## src/rtl/irq_det_pkg.sv

```systemverilog
package irq_det_pkg;

    typedef enum logic [1:0] {
        SENSE_LOW  = 2'b00,
        SENSE_FALL = 2'b01,
        SENSE_RISE = 2'b10,
        SENSE_BOTH = 2'b11
    } sense_e;

    localparam logic ADDR_ENABLE = 1'b0;
    localparam logic ADDR_STATUS = 1'b1;

    // Set condition for one line given the selected sense and two samples.
    function automatic logic sense_hit(sense_e mode, logic cur, logic prev);
        logic hit;
        unique case (mode)
            SENSE_LOW:  hit = !cur;
            SENSE_FALL: hit = prev && !cur;
            SENSE_RISE: hit = !prev && cur;
            default:    hit = prev ^ cur;
        endcase
        return hit;
    endfunction

endpackage

```

## src/rtl/irq_sync.sv

```systemverilog
module irq_sync #(
    parameter int unsigned W      = 6,
    parameter int unsigned STAGES = 2
) (
    input  logic         clk,
    input  logic         rst_n,
    input  logic [W-1:0] pin_i,
    output logic [W-1:0] cur_o,
    output logic [W-1:0] prev_o
);

    typedef struct packed {
        logic [STAGES-1:0][W-1:0] chain;
        logic [W-1:0]             prev;
    } sync_t;

    localparam logic [W-1:0] IDLE = '1;

    sync_t s_d, s_q;

    always_comb begin
        s_d          = s_q;
        s_d.chain[0] = pin_i;
        for (int s = 1; s < int'(STAGES); s++) begin
            s_d.chain[s] = s_q.chain[s-1];
        end
        s_d.prev = s_q.chain[STAGES-1];
    end

    always_ff @(posedge clk or negedge rst_n) begin
        if (!rst_n) begin
            s_q.chain <= {STAGES{IDLE}};
            s_q.prev  <= IDLE;
        end else begin
            s_q <= s_d;
        end
    end

    assign cur_o  = s_q.chain[STAGES-1];
    assign prev_o = s_q.prev;

endmodule

```

## src/rtl/irq_flag_cell.sv

```systemverilog
module irq_flag_cell
    import irq_det_pkg::*;
(
    input  logic       clk,
    input  logic       rst_n,
    input  logic [1:0] sense_i,
    input  logic       cur_i,
    input  logic       prev_i,
    input  logic       svc_ack_i,
    input  logic       xfer_ack_i,
    input  logic       xfer_keep_i,
    input  logic       rd_arm_i,
    input  logic       wr_zero_i,
    output logic       flag_o
);

    typedef struct packed {
        logic flag;
        logic armed;
    } cell_t;

    cell_t c_d, c_q;
    sense_e mode;
    logic   hit, hw_clr, sw_clr;

    always_comb begin
        mode   = sense_e'(sense_i);
        hit    = sense_hit(mode, cur_i, prev_i);
        hw_clr = (svc_ack_i && ((mode != SENSE_LOW) || cur_i))
               || (xfer_ack_i && !xfer_keep_i);
        sw_clr = wr_zero_i && c_q.armed;

        c_d = c_q;
        if (hit) begin
            c_d.flag = 1'b1;
        end else if (c_q.flag && (hw_clr || sw_clr)) begin
            c_d.flag = 1'b0;
        end

        if (hit || !c_d.flag) begin
            c_d.armed = 1'b0;
        end else if (rd_arm_i && c_q.flag) begin
            c_d.armed = 1'b1;
        end
    end

    always_ff @(posedge clk or negedge rst_n) begin
        if (!rst_n) begin
            c_q <= '0;
        end else begin
            c_q <= c_d;
        end
    end

    assign flag_o = c_q.flag;

endmodule

```

## src/rtl/ext_irq_detector.sv

```systemverilog
module ext_irq_detector
    import irq_det_pkg::*;
#(
    parameter int unsigned NUM_LINES   = 6,
    parameter int unsigned REG_W       = 8,
    parameter int unsigned SYNC_STAGES = 2
) (
    input  logic                   clk,
    input  logic                   rst_n,
    input  logic                   reg_addr,
    input  logic                   reg_wr,
    input  logic                   reg_rd,
    input  logic [REG_W-1:0]       reg_wdata,
    output logic [REG_W-1:0]       reg_rdata,
    input  logic [NUM_LINES-1:0]   irq_pin,
    input  logic [2*NUM_LINES-1:0] sense_ctl,
    input  logic [NUM_LINES-1:0]   svc_ack,
    input  logic [NUM_LINES-1:0]   xfer_ack,
    input  logic [NUM_LINES-1:0]   xfer_keep,
    output logic [NUM_LINES-1:0]   line_req,
    output logic                   irq_any
);

    typedef struct packed {
        logic [NUM_LINES-1:0] en;
    } regs_t;

    regs_t regs_d, regs_q;

    logic [NUM_LINES-1:0] sync_cur, sync_prev, flag_vec, en_vec, wr_zero;
    logic                 rd_status, wr_status, wr_enable;

    irq_sync #(.W(NUM_LINES), .STAGES(SYNC_STAGES)) u_sync (
        .clk    (clk),
        .rst_n  (rst_n),
        .pin_i  (irq_pin),
        .cur_o  (sync_cur),
        .prev_o (sync_prev)
    );

    for (genvar n = 0; n < NUM_LINES; n++) begin : g_line
        irq_flag_cell u_cell (
            .clk         (clk),
            .rst_n       (rst_n),
            .sense_i     (sense_ctl[2*n +: 2]),
            .cur_i       (sync_cur[n]),
            .prev_i      (sync_prev[n]),
            .svc_ack_i   (svc_ack[n]),
            .xfer_ack_i  (xfer_ack[n]),
            .xfer_keep_i (xfer_keep[n]),
            .rd_arm_i    (rd_status),
            .wr_zero_i   (wr_zero[n]),
            .flag_o      (flag_vec[n])
        );
    end

    if (REG_W > NUM_LINES) begin : g_hi
        logic unused_wdata_hi;
        assign unused_wdata_hi = ^reg_wdata[REG_W-1:NUM_LINES];
    end

    always_comb begin
        rd_status = reg_rd && (reg_addr == ADDR_STATUS);
        wr_status = reg_wr && (reg_addr == ADDR_STATUS);
        wr_enable = reg_wr && (reg_addr == ADDR_ENABLE);

        regs_d = regs_q;
        if (wr_enable) begin
            regs_d.en = reg_wdata[NUM_LINES-1:0];
        end

        for (int n = 0; n < int'(NUM_LINES); n++) begin
            wr_zero[n] = wr_status && !reg_wdata[n];
        end

        reg_rdata = (reg_addr == ADDR_STATUS) ? REG_W'(flag_vec) : REG_W'(regs_q.en);
        line_req  = flag_vec & regs_q.en;
        irq_any   = |line_req;
    end

    always_ff @(posedge clk or negedge rst_n) begin
        if (!rst_n) begin
            regs_q <= '0;
        end else begin
            regs_q <= regs_d;
        end
    end

    assign en_vec = regs_q.en;

endmodule

```

## config.mk

```make
export PLATFORM = sky130hd
export DESIGN_NAME = ext_irq_detector
export DESIGN_NICKNAME = d
export VERILOG_FILES = /design/src/rtl/irq_det_pkg.sv /design/src/rtl/irq_sync.sv /design/src/rtl/irq_flag_cell.sv /design/src/rtl/ext_irq_detector.sv
export SDC_FILE = /design/constraint.sdc
export NUM_CORES = 1
export LEC_CHECK = 0
export ABC_CLOCK_PERIOD_IN_PS = 2100
export BUFFER_PORTS_ARGS = -buffer_cell sky130_fd_sc_hd__buf_4
export CORE_MARGIN = 2
export CORE_UTILIZATION = 47
export CTS_CLUSTER_DIAMETER = 100
export DETAILED_ROUTE_END_ITERATION = 10
export PLACE_DENSITY = 0.76
export SLEW_MARGIN = 10
export SYNTH_ARGS = -nofsm -noshare
export SYNTH_HDL_FRONTEND = slang
export SYNTH_SLANG_ARGS = --single-unit
```

## constraint.sdc

```tcl
create_clock -name clk -period 2.1 [get_ports clk]
set_input_delay 0.42 -clock clk [delete_from_list [all_inputs] [get_ports clk]]
set_output_delay 0.42 -clock clk [all_outputs]
set_load 0.01 [all_outputs]
```

==> impl_results.md <==
- Leak pwr: around 1.2 nW
- Critical path launch point type: flop
- Synthesized flop and latch total: 36
- Final period util: between 90% and 100%
- Crit Path Max Fanout: 3
- Final count of negative-setup-slack endpoints: 0
- CTS tree: built
- Ant diodes: 0
- Clock Root Buffer: clkbuf_8
- Worst Skew: 4.235 ps
- Clk sinks: 36
- Hold_ws: approximately 84 ps
- Ports: 64
- Placer Congestion: about 0.81
- Clock Pin Slew Worst Setup and Hold Paths: about 60 ps
- Post-Place Cells: between 200 and 300
- Synthesized area per cell: around 11 um2
- Synth-to-layout area growth: 32.99%
- Wire per inst: 12.26 um
- Die Height: 66.05 um
- H-Tree Depth: 2
- Ratio of cells with drive above 1 in the final layout: a little under half
- Status: finished clean
- I/O Buffers: around 60
- Register Area: 923.4 um2
- Final Cell Area: 0.002406 mm2
- GRT Overall Usage: 17.81%
- Critical path required time: about 1700 ps
- Part of the Yosys area used for sequential elements: around half
- Vias: about 1400
- Vias in the first global route: roughly 1400
- Clock Tree Buf Depth: 2
- Setup Crit Path Kind: reg2out
- Row count: 22
- Synth cell types: 24
- Initial Util: just under 50%
- # DRC: 0
- Core Area: ~0.0037 mm2
- Vias/cell: just under 5
- Die area: 0.004362 mm2
- CP max stage cell: or4_1
- Largest net degree at the start of global routing: 37
- Synthesized area: about 0.0018 mm2
- Final Max Slew Viols: 0
- Power, Total: between 1.5 and 2 mW
- FMAX: around 0.48 GHz
- Worst path cell trace: and2_4 -> or2_1 -> or4_1 -> buf_4
- CTS buffer count: 5
- Worst Path Buf+Inv: 1
- Largest stage delay, worst path: between 400 and 500 ps
- Most common cell after layout, fill and taps aside: buf_4
- Post-route insts no fill: approximately 280
- Initial drt markers: 26
- # hold bufs at CTS: 0
- Total grt overflow: 0
- Fillers: approximately 320
- Detailed Routing Iterations Pass 1: 4
- Crit. End Element: output port
- Initial antenna violation count: 0
- Post-Syn Instances: about 160
- Final Hold Vio Count: 0
- Hpwl dp: between 2 and 3 mm
- Max_cap viols: 0
- Peak supply drop: 0.4754 mV
- # nets final: around 290
- DRT antenna net count: 0
- Cell area after placement: ~0.0023 mm2
- Final critical-path required period: 2067 ps
- Unrepaired setup endpoints after global routing: true
- Synth warn: 0
- Layout Utilization: between 60 and 70%
- Clock Latency Late Sink: 280 ps
- Worst path arrival time: between 1500 and 2000 ps
- First-pass GRT wire length: approximately 5.8 mm
- Most frequent cells in the layout: buf_4 (62), inv_1 (30), nand2_1 (24)
- Crit-path leading delay family: simple AND/OR/NAND/NOR gates
- Multi-input logic area: between 700 and 800 um2
- Die X: about 66 um
- Pwr dens: 675.3 mW/mm2
- WL final: roughly 3.4 mm
- Hold crit path type: in2async
kinds of logic after synthesis:
logic type,count (synthesis),synth area share (%)
and+or+nand+nor,54,16.11
DFF,36,51.04
buffers and inverters,35,7.745
AOI/OAI and AO/OA,12,5.394
muxes,12,11.20
adders and majority gates,12,8.299
other,1,0.2073
cells in the mapped netlist:
library cell / n / area share (%)
o31ai_1: 6 / 2.5
or4_1: 1 / 0.42
dfstp_2: 18 / 26
nand2_1: 24 / 5.0
and2_0: 1 / 0.35
nand4b_1: 6 / 2.9
mux2_2: 6 / 3.7
inv_1: 30 / 6.2
nand2b_1: 1 / 0.35
buf_4: 2 / 0.83
buf_2: 1 / 0.28
conb_1: 1 / 0.21
or2_1: 1 / 0.35
dfrtp_1: 18 / 25
nor3b_1: 6 / 2.5
or2_2: 1 / 0.35
nor2b_1: 1 / 0.35
and2_4: 2 / 0.97
o2111ai_1: 6 / 2.9
clkbuf_1: 2 / 0.42
and2_1: 4 / 1.4
mux4_2: 6 / 7.5
nor2_1: 6 / 1.2
ha_1: 12 / 8.3
cell type report:
class / instances / share of cell area [%]
timing repair buffer: 62 / 19.34
multi-input combinational: 92 / 31.36
tap: 48 / 2.496
inverter: 30 / 4.680
clock buffer: 8 / 3.744
sequential: 36 / 38.38
state kept, by name, indices dropped and copies added (netlist names):
name	cells
g_line.u_cell.flag_o	6
en_vec	6
u_sync.cur_o	6
g_line.u_cell.c_q	6
u_sync.s_d	6
u_sync.prev_o	6
repair_timing:
action / in CTS / in global routing
hold endpoints to repair: 0 / 0
resized for setup: 0 / 2
setup endpoints to repair: 0 / 1
buffers inserted: 0 / 3
through the flow:
| step | setup TNS, ps | worst slack (ps) |
|---|---|---|
| CTS | 0 | 4.317 |
| global route | -15.43 | -15.43 |
| detailed placement | 0 | 314.9 |
| finish | 0 | 32.89 |
| floorplan | 0 | 410.2 |
| global placement | 0 | 311.9 |
layer usage:
| layer | global-route usage (%) | vias to the layer above | wire [um] |
|---|---|---|---|
| li1 | - | 665 | - |
| met1 | 22.22 | 661 | 1451 |
| met2 | 30.05 | 42 | 1669 |
| met3 | 4.940 | 2 | 249 |
| met4 | 5.612 | 0 | 13 |
| met5 | 0 | - | 0 |
worst reg2reg max path: stages, from the launching register on:
cell and delay [ps]:
dfstp_2 530, inv_1 40, ha_1 270, mux4_2 480
nor3b_1 160
path summary, 6_finish.rpt:
check	startpoint	end	slack [ps]	cells past startpoint
worst max-delay path	g_line[1].u_cell.flag_o	irq_any	30	4
worst min-delay path	rst_n	g_line[1].u_cell.c_q[0]	80	1
worst max register to register	u_sync.prev_o[5]	g_line[5].u_cell.c_q[0]	500	4
worst min register to register	u_sync.s_d[14]	u_sync.cur_o[2]	360	0
max in group asynchronous	rst_n	u_sync.prev_o[0]	1680	1
min in group clk	irq_pin[5]	u_sync.s_d[17]	240	1
power breakdown:
group	total, mW	switching, mW	leakage, nW	internal, mW
clock	0.484	0.217	0.0455	0.267
combinational	0.341	0.141	0.745	0.200
sequential	0.799	0.0370	0.416	0.762
Power figures use the tool's default switching activity.
